## src/rtl/fastcall_pkg.sv

```systemverilog
package fastcall_pkg;

    localparam int SEL_W = 16;

    typedef enum logic [1:0] {
        PRIV_KERN = 2'd0,
        PRIV_USER = 2'd3
    } priv_e;

    typedef enum logic [2:0] {
        WA_IP     = 3'd0,
        WA_FLAGS  = 3'd1,
        WA_RCX    = 3'd2,
        WA_R11    = 3'd3,
        WA_ENTRY  = 3'd4,
        WA_SEGCFG = 3'd5,
        WA_FMASK  = 3'd6,
        WA_NONE   = 3'd7
    } wr_addr_e;

    typedef enum logic [2:0] {
        ACT_IDLE = 3'd0,
        ACT_CALL = 3'd1,
        ACT_RET  = 3'd2,
        ACT_UD   = 3'd3,
        ACT_GP   = 3'd4
    } act_e;

    typedef struct packed {
        logic [SEL_W-1:0] cs;
        logic [SEL_W-1:0] ss;
    } sel_pair_t;

    function automatic logic [SEL_W-1:0] force_rpl(input logic [SEL_W-1:0] sel,
                                                   input logic [1:0] rpl);
        return {sel[SEL_W-1:2], rpl};
    endfunction

endpackage

```

## src/rtl/fcg_canon_chk.sv

```systemverilog
module fcg_canon_chk #(
    parameter int XLEN    = 64,
    parameter int VA_BITS = 48
) (
    input  logic [XLEN-1:0] addr,
    output logic            ok
);
    localparam int TOP_W = XLEN - VA_BITS + 1;

    logic [TOP_W-1:0] upper;

    always_comb begin
        upper = addr[XLEN-1:VA_BITS-1];
        ok    = (&upper) | ~(|upper);
    end
endmodule

```

## src/rtl/fcg_sel_derive.sv

```systemverilog
module fcg_sel_derive
    import fastcall_pkg::*;
#(
    parameter int          XLEN      = 64,
    parameter int          FIELD_LSB = 32,
    parameter int          CS_OFS    = 0,
    parameter int          SS_OFS    = 8,
    parameter logic [1:0]  RPL       = 2'd0
) (
    input  logic [XLEN-1:0] segcfg,
    output sel_pair_t       sel
);
    localparam logic [SEL_W-1:0] CS_ADD = SEL_W'(CS_OFS);
    localparam logic [SEL_W-1:0] SS_ADD = SEL_W'(SS_OFS);

    logic [SEL_W-1:0] base;
    logic [SEL_W-1:0] cs_raw;
    logic [SEL_W-1:0] ss_raw;

    always_comb begin
        base   = segcfg[FIELD_LSB +: SEL_W];
        cs_raw = base + CS_ADD;
        ss_raw = base + SS_ADD;
    end

    generate
        if (RPL == 2'd0) begin : g_kern
            always_comb begin
                sel.cs = force_rpl(cs_raw, 2'd0);
                sel.ss = force_rpl(ss_raw, 2'd0);
            end
        end else begin : g_user
            always_comb begin
                sel.cs = force_rpl(cs_raw, RPL);
                sel.ss = force_rpl(ss_raw, RPL);
            end
        end
    endgenerate
endmodule

```

## src/rtl/fcg_cfg_regs.sv

```systemverilog
module fcg_cfg_regs
    import fastcall_pkg::*;
#(
    parameter int XLEN = 64
) (
    input  logic            clk,
    input  logic            rst,
    input  logic            we,
    input  wr_addr_e        addr,
    input  logic [XLEN-1:0] wdata,
    input  priv_e           cur_priv,
    output logic [XLEN-1:0] entry,
    output logic [XLEN-1:0] segcfg,
    output logic [XLEN-1:0] fmask
);
    logic allow;

    always_comb allow = we && (cur_priv == PRIV_KERN);

    always_ff @(posedge clk) begin
        if (rst) begin
            entry  <= '0;
            segcfg <= '0;
            fmask  <= '0;
        end else if (allow) begin
            case (addr)
                WA_ENTRY:  entry  <= wdata;
                WA_SEGCFG: segcfg <= wdata;
                WA_FMASK:  fmask  <= wdata;
                default:   ;
            endcase
        end
    end
endmodule

```

## src/rtl/fcg_decide.sv

```systemverilog
module fcg_decide
    import fastcall_pkg::*;
(
    input  logic  call_req,
    input  logic  ret_req,
    input  priv_e cur_priv,
    input  logic  target_ok,
    output act_e  act
);
    always_comb begin
        act = ACT_IDLE;
        if (call_req) begin
            act = (cur_priv == PRIV_USER) ? ACT_CALL : ACT_UD;
        end else if (ret_req) begin
            if (cur_priv != PRIV_KERN)
                act = ACT_UD;
            else if (!target_ok)
                act = ACT_GP;
            else
                act = ACT_RET;
        end
    end
endmodule

```

## src/rtl/fastcall_gate.sv

```systemverilog
module fastcall_gate
    import fastcall_pkg::*;
#(
    parameter int XLEN     = 64,
    parameter int VA_BITS  = 48,
    parameter int KSEL_LSB = 32,
    parameter int USEL_LSB = 48,
    parameter int KSS_OFS  = 8,
    parameter int UCS_OFS  = 16,
    parameter int USS_OFS  = 8
) (
    input  logic              clk,
    input  logic              rst,
    input  logic              call_req,
    input  logic              ret_req,
    input  logic              wr_en,
    input  logic [2:0]        wr_addr,
    input  logic [XLEN-1:0]   wr_data,
    output logic [XLEN-1:0]   ip,
    output logic [XLEN-1:0]   flags,
    output logic [XLEN-1:0]   rcx,
    output logic [XLEN-1:0]   r11,
    output logic [SEL_W-1:0]  cs_sel,
    output logic [SEL_W-1:0]  ss_sel,
    output logic [1:0]        priv,
    output logic              ud_fault,
    output logic              gp_fault
);
    priv_e           priv_q;
    logic [XLEN-1:0] ip_q, flags_q, rcx_q, r11_q;
    sel_pair_t       sel_q;
    logic            ud_q, gp_q;

    logic [XLEN-1:0] cfg_entry, cfg_seg, cfg_mask;
    sel_pair_t       ksel, usel;
    logic            target_ok;
    act_e            act;
    wr_addr_e        waddr;
    logic            port_we;

    always_comb begin
        waddr   = wr_addr_e'(wr_addr);
        port_we = wr_en && (act == ACT_IDLE);
    end

    fcg_canon_chk #(.XLEN(XLEN), .VA_BITS(VA_BITS)) u_canon (
        .addr (rcx_q),
        .ok   (target_ok)
    );

    fcg_decide u_decide (
        .call_req  (call_req),
        .ret_req   (ret_req),
        .cur_priv  (priv_q),
        .target_ok (target_ok),
        .act       (act)
    );

    fcg_cfg_regs #(.XLEN(XLEN)) u_cfg (
        .clk      (clk),
        .rst      (rst),
        .we       (port_we),
        .addr     (waddr),
        .wdata    (wr_data),
        .cur_priv (priv_q),
        .entry    (cfg_entry),
        .segcfg   (cfg_seg),
        .fmask    (cfg_mask)
    );

    fcg_sel_derive #(
        .XLEN(XLEN), .FIELD_LSB(KSEL_LSB), .CS_OFS(0), .SS_OFS(KSS_OFS), .RPL(2'd0)
    ) u_ksel (
        .segcfg (cfg_seg),
        .sel    (ksel)
    );

    fcg_sel_derive #(
        .XLEN(XLEN), .FIELD_LSB(USEL_LSB), .CS_OFS(UCS_OFS), .SS_OFS(USS_OFS), .RPL(2'd3)
    ) u_usel (
        .segcfg (cfg_seg),
        .sel    (usel)
    );

    always_ff @(posedge clk) begin
        if (rst) begin
            priv_q  <= PRIV_KERN;
            ip_q    <= '0;
            flags_q <= '0;
            rcx_q   <= '0;
            r11_q   <= '0;
            sel_q   <= '0;
            ud_q    <= 1'b0;
            gp_q    <= 1'b0;
        end else begin
            ud_q <= 1'b0;
            gp_q <= 1'b0;
            case (act)
                ACT_CALL: begin
                    rcx_q   <= ip_q;
                    r11_q   <= flags_q;
                    ip_q    <= cfg_entry;
                    flags_q <= flags_q & ~cfg_mask;
                    sel_q   <= ksel;
                    priv_q  <= PRIV_KERN;
                end
                ACT_RET: begin
                    ip_q    <= rcx_q;
                    flags_q <= r11_q;
                    sel_q   <= usel;
                    priv_q  <= PRIV_USER;
                end
                ACT_UD: ud_q <= 1'b1;
                ACT_GP: gp_q <= 1'b1;
                default: begin
                    if (port_we) begin
                        case (waddr)
                            WA_IP:    ip_q    <= wr_data;
                            WA_FLAGS: flags_q <= wr_data;
                            WA_RCX:   rcx_q   <= wr_data;
                            WA_R11:   r11_q   <= wr_data;
                            default:  ;
                        endcase
                    end
                end
            endcase
        end
    end

    always_comb begin
        ip       = ip_q;
        flags    = flags_q;
        rcx      = rcx_q;
        r11      = r11_q;
        cs_sel   = sel_q.cs;
        ss_sel   = sel_q.ss;
        priv     = priv_q;
        ud_fault = ud_q;
        gp_fault = gp_q;
    end
endmodule

```

## config.mk

```make
export PLATFORM = sky130hd
export DESIGN_NAME = fastcall_gate
export DESIGN_NICKNAME = d
export VERILOG_FILES = /design/src/rtl/fastcall_pkg.sv /design/src/rtl/fcg_canon_chk.sv /design/src/rtl/fcg_sel_derive.sv /design/src/rtl/fcg_cfg_regs.sv /design/src/rtl/fcg_decide.sv /design/src/rtl/fastcall_gate.sv
export SDC_FILE = /design/constraint.sdc
export NUM_CORES = 1
export LEC_CHECK = 0
export ABC_CLOCK_PERIOD_IN_PS = 3750
export CAP_MARGIN = 10
export CORE_UTILIZATION = 45
export CTS_CLUSTER_DIAMETER = 150
export DETAILED_ROUTE_END_ITERATION = 10
export DONT_BUFFER_PORTS = 1
export PLACE_DENSITY_LB_ADDON = 0.12
export REMOVE_ABC_BUFFERS = 1
export SLEW_MARGIN = 20
export SYNTH_ARGS = -nofsm -noshare
export SYNTH_HDL_FRONTEND = slang
export SYNTH_SLANG_ARGS = --single-unit
```

## constraint.sdc

```tcl
create_clock -name clk -period 3.75 [get_ports clk]
set_input_delay 0.75 -clock clk [delete_from_list [all_inputs] [get_ports clk]]
set_output_delay 0.75 -clock clk [all_outputs]
set_load 0.02 [all_outputs]
```

# After elaboration in Yosys (flattened, before gate mapping)

Cells that the tools add are included.

Logic and storage cells: 77
Output and inout bits: 292
Bits of input ports: 72
Flip-flop bits (word level): 484
Bits in latches: 0
Memories kept: 0
Memory bits (read-only): 0
RAM bits: 0

$lt $le $gt $ge: 0
Shift-type cells: 0
$add $sub $neg: 3
Mux-type cells: 21
Bitwise operators: 6
Div/mod/pow operators: 0
Equality and inequality tests: 11
Multiply operators: 0
Reductions and logical operators: 24

Operators by type and width:

| cell                                                 | number |
|---|---|
| 2-to-1 mux 64 bit                                    | 8 |
| case mux 64 bit (3 select lines)                     | 2 |
| case mux 64 bit (2 select lines)                     | 2 |
| bitwise AND 64 bit                                   | 1 |
| inverter 64 bit                                      | 1 |
| case mux 32 bit (2 select lines)                     | 1 |
| adder 16 x 4 -> 16 bit (second input constant)       | 2 |
| AND reduction 17 bit                                 | 1 |
| OR reduction 17 bit                                  | 1 |
| adder 16 x 5 -> 16 bit (second input constant)       | 1 |
| equality test 3 x 2 -> 1 bit (second input constant) | 4 |
| equality test 3 bit (second input constant)          | 4 |
| 2-to-1 mux 3 bit                                     | 4 |
| AND reduction 3 bit                                  | 4 |
| nonzero test 2 bit                                   | 5 |
| nonzero test 3 bit                                   | 3 |
| equality test 3 x 1 -> 1 bit (second input constant) | 2 |
| logical NOT 3 bit                                    | 2 |
| AND reduction 2 bit                                  | 3 |
| case mux 2 bit (2 select lines)                      | 1 |
| inverter 1 bit                                       | 3 |
| OR reduction 3 bit                                   | 1 |
| equality test 2 bit (second input constant)          | 1 |
| logical AND 1 bit                                    | 2 |
| 5 further kinds                                      | 6 |

# Depth between registers and ports, before layout

Gate-level depths: netlist (run 1).

Word-level depth: 11
Mapped depth: 15
Mapped depth without buffers: 11

# By module

From an unflattened synthesis (run 1), not the netlist that was laid out.

Cells, all modules: 2477
Area total of the unflattened synthesis: 22330.2 sq um

By module, submodules not included:

| module                   | area an instance (sq um) | sequential area each (sq um) | cells each | instances |
|---|---|---|---|---|
| fastcall_gate            | 13608.1                  | 5825.6                       | 1642       | 1 |
| fcg_cfg_regs             | 7739.9                   | 3843.7                       | 697        | 1 |
| fcg_sel_derive at u_usel | 471.7                    | 0.0                          | 66         | 1 |
| fcg_sel_derive at u_ksel | 365.4                    | 0.0                          | 53         | 1 |
| fcg_canon_chk            | 98.8                     | 0.0                          | 12         | 1 |
| fcg_decide               | 46.3                     | 0.0                          | 7          | 1 |

# Worst setup path before layout (run 1)

Ideal clock, no wire load.

Kind: input -> register
From: in call_req
To: reg sel_q (netlist bit ss_sel[15])
Stages: 15
Data required time: 3692 ps
Setup time: 58 ps
Path slack: 507 ps
Buffers on the path: 4
Data arrival time: 3185 ps
Path through: buf_2 > nor3b_1 > and2_1 > a32o_1 > buf_2 > buf_4 > buf_4 > nand2_1 > nand2_1 > ha_1 > nand4_1 > nor4_1 > xnor2_1 > a2111oi_0 > a21o_1

Longest elaborated chain between the ends: 3
Elaborated cells between the ends (all ways): 5
Those cells by class: eq/ne (2); mux (2); reduce/logical (1)

Ends and longest elaborated chain:

| what                                                                                | RTL line             | text |
|---|---|---|
| from (decl)                                                                         | fastcall_gate.sv:14  | `input logic call_req,` |
| 2-to-1 mux 3 bit (*)                                                                | fcg_decide.sv:12     | `if (call_req) begin` |
| equality test 3 x 2 -> 1 bit / equality test 3 x 1 -> 1 bit (equally long branches) | fastcall_gate.sv:98  | `case (act)` |
| case mux 32 bit (2 select lines) / nonzero test 2 bit (equally long branches)       | -                    |  |
| to (signal assigned)                                                                | fastcall_gate.sv:104 | `sel_q <= ksel;` |
| to (signal assigned)                                                                | fastcall_gate.sv:110 | `sel_q <= usel;` |
| to (decl)                                                                           | fastcall_gate.sv:31  | `sel_pair_t sel_q;` |

Every way passes the cells marked *; elsewhere a longest branch is shown, timed or not.
A chain may end at the register's enable or synchronous reset.

# Worst setup path in the final report (run 1)

From: reg rcx_q[56] (netlist: rcx[56])
To: reg ip_q[36] (netlist: ip[36])

Longest elaborated chain between the ends: 11
Elaborated cells between the ends (all ways): 20
Those cells by class: eq/ne (4); mux (5); bitwise (3); reduce/logical (8)

Ends and longest elaborated chain:

| what                                                                     | RTL line             | text |
|---|---|---|
| from (decl)                                                              | fastcall_gate.sv:30  | `logic [XLEN-1:0] ip_q, flags_q, rcx_q, r11_q;` |
| from (signal assigned)                                                   | fastcall_gate.sv:100 | `rcx_q <= ip_q;` |
| from (signal assigned)                                                   | fastcall_gate.sv:120 | `WA_RCX: rcx_q <= wr_data;` |
| OR reduction 17 bit                                                      | fcg_canon_chk.sv:14  | `ok = (&upper) \| ~(\|upper);` |
| inverter 1 bit                                                           | fcg_canon_chk.sv:14  |  |
| bitwise OR 1 bit (*)                                                     | fcg_canon_chk.sv:14  |  |
| 2-to-1 mux 3 bit (*)                                                     | fcg_decide.sv:17     | `else if (!target_ok)` |
| 2-to-1 mux 3 bit (*)                                                     | fcg_decide.sv:15     | `if (cur_priv != PRIV_KERN)` |
| 2-to-1 mux 3 bit (*)                                                     | fcg_decide.sv:14     | `end else if (ret_req) begin` |
| 2-to-1 mux 3 bit (*)                                                     | fcg_decide.sv:12     |  |
| equality test 3 bit, or another cell as far along                        | fastcall_gate.sv:98  |  |
| OR reduction 2 bit (no line) / logical AND 1 bit (equally long branches) | -                    |  |
| inverter 1 bit (no line) / nonzero test 3 bit (equally long branches)    | -                    |  |
| AND reduction 3 bit (no line)                                            | -                    |  |
| to (signal assigned)                                                     | fastcall_gate.sv:102 | `ip_q <= cfg_entry;` |
| to (signal assigned)                                                     | fastcall_gate.sv:108 | `ip_q <= rcx_q;` |
| to (signal assigned)                                                     | fastcall_gate.sv:118 | `WA_IP: ip_q <= wr_data;` |
| to (decl)                                                                | fastcall_gate.sv:30  |  |

Marked as above.

==> results.sh, run 1 <==
export IMPL_crit_start="rcx[56]"
export IMPL_synth_area_mux_share_pct=3.36
export IMPL_die_w_um=211
export IMPL_routed_wl_um=67200
export IMPL_final_cell_mix="dfxtp_1 (441), nand2_1 (392), a21oi_1 (229)"
export IMPL_synth_adder_area_share_pct=0.127
export IMPL_clock_sinks=442
export IMPL_r2r_start="rcx[56]"
export IMPL_io_pins=364
export IMPL_ys_ff_latch=442
export IMPL_yosys_top_cells_area="dfxtp_1 (45%), nand2_1 (7.6%), a21oi_1 (5.8%), a211oi_1 (4.8%), a22oi_1 (4.3%)"
export IMPL_synth_top_cell_area_share_pct=45.0
export IMPL_rsz0062_at_grt="false"
export IMPL_gp_congestion=0.869
export IMPL_ys_seq_area_share_pct=45.0
export IMPL_globalRouteTotalUtil_pct=29.1
export IMPL_crit_fanout=109
export IMPL_ys_flop_type="dfxtp_1"
export IMPL_rows=76
export IMPL_via_count=17745
export IMPL_fin_crit_ns=3.26
export IMPL_syn_inst=2358
export IMPL_worstMarginPinSlew_ns=1.11
export IMPL_grt_overflow=0
export IMPL_cts_max_path_buffers=3
export IMPL_hold_class="input pin to register"
export IMPL_grt_max_degree=445
export IMPL_diodes=0
export IMPL_vias_per_cell=6.31
export IMPL_multiInputGateArea_um2=9710
export IMPL_worstPathArrival_ns=3.72
export IMPL_synth_compound_area_share_pct=24.0
export IMPL_grt_antenna_before_repair=0
export IMPL_min_period_over_period_pct=86.9
export IMPL_p_leak_nw=6.63
export IMPL_max_freq_mhz=307
export IMPL_r2r_end="ip[36]"
export IMPL_worst_setup_path_type="register to register"
export IMPL_required_ns=4.21
export IMPL_wl_per_cell_um=23.9
export IMPL_antenna_left=0
export IMPL_critPathCaptureType="register"
export IMPL_setup_violations_final=0
export IMPL_final_util_pct=49.3
export IMPL_setup_tns_ns=0
export IMPL_max_slew_margin_pct=26.0
export IMPL_cts_resized=0
export IMPL_fin_skew_ns=0.0184
export IMPL_fillers=4120
export IMPL_cts_tree="done"
export IMPL_die_area_um2=44500
export IMPL_die_h_um=211
export IMPL_syn_to_final_growth_pct=7.97
export IMPL_dpl_hpwl_um=38200
export IMPL_r2r_slack_ns=0.49
export IMPL_cellPowerDensity_nw_per_um2=541
export IMPL_worstSetupStartpointType="register"
export IMPL_rr_worst_depth=7
export IMPL_yosys_area_share_simple_pct=20.1
export IMPL_initial_utilization_pct=45.6
export IMPL_regArea_um2=8850
export IMPL_max_cap_violations=0
export IMPL_core_um2=43100
export IMPL_first_pass_iters=5
export IMPL_synth_largest_area_cell="dfxtp_1"
export IMPL_grt_pass1_wl_um=102000
export IMPL_cts_buffers=50
export IMPL_synthXorXnorAreaFrac_pct=1.25
export IMPL_drc=0
export IMPL_synth_avg_cell_area_um2=8.34
export IMPL_cts_root_buf="clkbuf_16"
export IMPL_synth_top_family_by_area="compound AO/OA/AOI/OAI gates"
export IMPL_final_common_cell="dfxtp_1"
export IMPL_holdWs_ns=0.220
export IMPL_grt_pass1_vias=16573
export IMPL_fin_nets=2264
export IMPL_post_cts_buffers=0
export IMPL_max_vdd_ir_drop_mv=0.323
export IMPL_async_reset_ff_share_pct=0
export IMPL_hold_path_depth=1
export IMPL_drive_above_1_share_pct=5.97
export IMPL_htree_levels=2
export IMPL_yosysUniqueCellTypes=51
export IMPL_status="finished, final reports clean"
export IMPL_clk_latency_ns=0.59
export IMPL_io_buffers=0
export IMPL_hold_end="flags[26]"
export IMPL_synth_edf_count=0
export IMPL_final_max_slew_viol_count=0
export IMPL_final_hold_viol_count=0
export IMPL_cts_hold_buf=0
export IMPL_cts_reportedPaths_clkPinSlew_ns=0.06
export IMPL_first_iter_violations=1590
export IMPL_worstHoldStart="rst"
export IMPL_netlist_area_um2=19700
export IMPL_ys_warn_count=0
## area by class of cell
| class | instances | area share [%] |
|---|---|---|
| clock buffers | 73 | 7.01 |
| repair buffers | 31 | 1.51 |
| well taps | 585 | 3.45 |
| inverters | 4 | 0.0707 |
| flip-flops and latches | 442 | 41.7 |
| multi-input cells | 1661 | 45.8 |
| clock inverters | 17 | 0.519 |
## worst max path at each step
stage                 endpoint  slack (ns)  cells past startpoint
floorplan                ip[0]       -8.76                      4
global placement    ss_sel[15]        0.52                     11
detailed placement  ss_sel[15]        0.55                     11
finish                  ip[36]        0.49                      7
global route        ss_sel[15]        0.37                     11
CTS                     ip[36]        0.59                      7
## routing by layer
layer  wire length, um  global-route usage, %  share of wire (%)  vias up
li1                  -                      -                  -     8275
met1             27600                   36.5                 41     8643
met2             31700                   47.7                 47      712
met3              5860                   7.82                8.7      115
met4              1950                   10.9                2.9        0
met5                 0                      0                  0        -
## where the power goes
group,switching (mW),internal [mW],leakage (nW)
logic,0.683,0.386,2.25
registers,0.670,4.98,3.58
clock network,2.01,2.75,0.801
total,3.36,8.11,6.63
## sequential cells by signal, indices dropped and copies added, names as in the netlist, 14 cells and up
name / cells
u_cfg.segcfg: 28
rcx: 64
u_cfg.fmask: 64
ip: 64
cs_sel: 14
u_cfg.entry: 64
r11: 64
flags: 64
## kinds of logic after synthesis
family	after synthesis
AO/OA/AOI/OAI	688
XOR/XNOR	28
adder cells (fa/ha/maj)	2
buffers and inverters	255
flip-flops	442
multiplexers	66
AND/OR/NAND/NOR	877
## worst max-delay path: stages (launching register included)
cell and delay (ns):
dfxtp_1 0.53, nand4_1 0.24, nor3_1 0.47, a32o_4 0.34
buf_4 0.40, buf_12 0.46, a22oi_1 0.22, a211oi_1 0.31
## per-stage QoR
step | worst slack, ns | total power [mW] | std cells | area (um2)
after floorplan | -8.76 | 6.48 | 2107 | 18500
after global placement | 0.516 | 6.78 | 2723 | 19600
after detailed placement | 0.547 | 6.82 | 2723 | 19600
after CTS | 0.593 | 11.6 | 2813 | 21200
after global routing | 0.365 | 11.9 | 2813 | 21200
final | 0.491 | 11.5 | 2813 | 21200
## Yosys cell counts (2+ instances only)
cell,count
dfxtp_1,442
nand2_1,396
a21oi_1,229
nor2_1,176
clkbuf_1,161
a211oi_1,125
a22oi_1,112
nand3_1,108
nor3_1,74
a311oi_1,71
mux2i_1,66
nor3b_1,66
a41oi_1,64
o211ai_1,47
buf_2,44
buf_4,24
nor4_1,24
o21ai_0,23
xnor2_1,17
buf_6,13
xor2_1,11
buf_1,9
nand4_1,7
and2_1,5
and3_1,4
inv_1,4
a21o_1,3
o21a_1,3
a2111oi_0,2
a32o_1,2
and4_1,2
ha_1,2
nand2b_1,2
nor4b_2,2
or3_1,2
(Power assumes the default switching activity.)
==> run 2, diff against run 1 <==
Settings changed: CORE_ASPECT_RATIO set to 1.25, SLEW_MARGIN 20 to 10.
==> results.sh, run 2 (synthesis results as in run 1) <==
export IMPL_routed_wl_um=66000
export IMPL_worst_slack_ns=0.526
export IMPL_grt_pass1_vias=16765
export IMPL_crit_fanout=195
export IMPL_r2r_start="rcx[49]"
export IMPL_p_leak_nw=6.67
export IMPL_cts_hold_buf=0
export IMPL_rsz0062_at_grt="false"
export IMPL_fillers=4146
export IMPL_diodes=0
export IMPL_fin_cells=2791
export IMPL_drc=0
export IMPL_cts_reportedPaths_clkPinSlew_ns=0.06
export IMPL_fin_skew_ns=0.0155
export IMPL_clk_latency_ns=0.58
export IMPL_max_freq_mhz=310
export IMPL_final_common_cell="dfxtp_1"
export IMPL_first_pass_iters=5
export IMPL_multiInputGateArea_um2=9710
export IMPL_die_area_um2=44500
export IMPL_cts_tree="done"
export IMPL_dp_cells=2710
export IMPL_required_ns=4.23
export IMPL_antenna_left=0
export IMPL_clock_sinks=442
export IMPL_globalRouteTotalUtil_pct=28.7
export IMPL_grt_antenna_before_repair=1
export IMPL_vias_per_cell=6.30
export IMPL_dpl_hpwl_um=37100
export IMPL_drive_above_1_share_pct=5.75
export IMPL_cts_max_path_buffers=3
export IMPL_final_cell_mix="dfxtp_1 (441), nand2_1 (392), a21oi_1 (229)"
export IMPL_syn_to_final_growth_pct=8.34
export IMPL_post_cts_buffers=0
export IMPL_cts_resized=0
export IMPL_setup_violations_final=0
export IMPL_grt_pass1_wl_um=101000
export IMPL_rows=85
export IMPL_worstPathArrival_ns=3.70
export IMPL_regArea_um2=8850
export IMPL_status="finished, final reports clean"
export IMPL_io_pins=364
export IMPL_htree_levels=2
export IMPL_critPathCaptureType="register"
export IMPL_cts_root_buf="clkbuf_16"
export IMPL_initial_utilization_pct=45.6
export IMPL_crit_start="rcx[49]"
export IMPL_die_w_um=189
export IMPL_io_buffers=0
export IMPL_die_h_um=236
export IMPL_core_um2=43100
export IMPL_grt_overflow=0
export IMPL_worstMarginPinSlew_ns=1.27
export IMPL_final_max_slew_viol_count=0
export IMPL_worstHoldStart="call_req"
export IMPL_grt_max_degree=445
export IMPL_fin_nets=2268
export IMPL_worstSetupStartpointType="register"
export IMPL_min_period_over_period_pct=86.0
export IMPL_wl_per_cell_um=23.7
export IMPL_cts_buffers=47
export IMPL_max_vdd_ir_drop_mv=0.352
export IMPL_max_cap_violations=0
export IMPL_final_hold_viol_count=0
export IMPL_hold_class="input pin to register"
export IMPL_preCtsSetupSlack_ns=0.647
export IMPL_worst_setup_path_type="register to register"
export IMPL_gp_congestion=0.838
export IMPL_via_count=17579
export IMPL_cellPowerDensity_nw_per_um2=541
export IMPL_max_slew_margin_pct=15.1
export IMPL_first_iter_violations=1232
export IMPL_fin_crit_ns=3.22
## run 2: cell types whose count changed in the layout (fill, tap and decap cells not counted)
cell and delta:
buf_4 +2, clkinv_4 -1, clkinv_2 -9, clkbuf_16 -1, clkinvlp_4 -1, clkinv_8 -1
clkbuf_1 +3, bufinv_16 +3, inv_6 -2, buf_12 +5
## run 2: stage by stage
step	utilization [%]	area [um2]	power, mW	hold slack [ns]	TNS (ns)
after floorplan	-	18500	6.48	0.430	-1957.87
after global placement	45.8	19700	6.79	0.441	0
after detailed placement	45.8	19700	6.83	0.446	0
after CTS	49.4	21300	11.6	0.218	0
after global routing	49.4	21300	12.0	0.230	0
final	49.4	21300	11.5	0.257	0
## run 2: area by class of cell
class	instances	area share, %
clock buffer	75	6.92
inverter	4	0.0705
tap	565	3.32
timing repair buffer	38	2.04
sequential	442	41.6
multi-input combinational	1661	45.6
clock inverter	6	0.493
## run 2: path summary, 6_finish.rpt
path	endpoint	slack, ns	cells past startpoint
min	gp_fault	0.26	1
max reg2reg	ip[18]	0.53	6
max	ip[18]	0.53	6
min reg2reg	u_cfg.entry[29]	0.45	2
## run 2: report_power, final
group / switching, mW / internal [mW] / total, mW
combinational: 0.690 / 0.403 / 1.09
clock: 1.92 / 2.88 / 4.80
sequential: 0.651 / 4.98 / 5.63
## run 2: worst max-delay path, cell delays in order (launching register included)
cell,delay [ns]
dfxtp_1,0.58
nand4_1,0.25
nor4b_2,0.52
a32o_4,0.30
buf_12,0.55
a22oi_1,0.25
a211oi_1,0.24
## run 2: layer usage
layer	vias up	GRT usage [%]	share of wire [%]
met4	2	9.48	2.6
met3	95	7.90	7.9
li1	8246	-	-
met2	598	48.6	49
met1	8638	34.8	40
met5	-	0	0.020
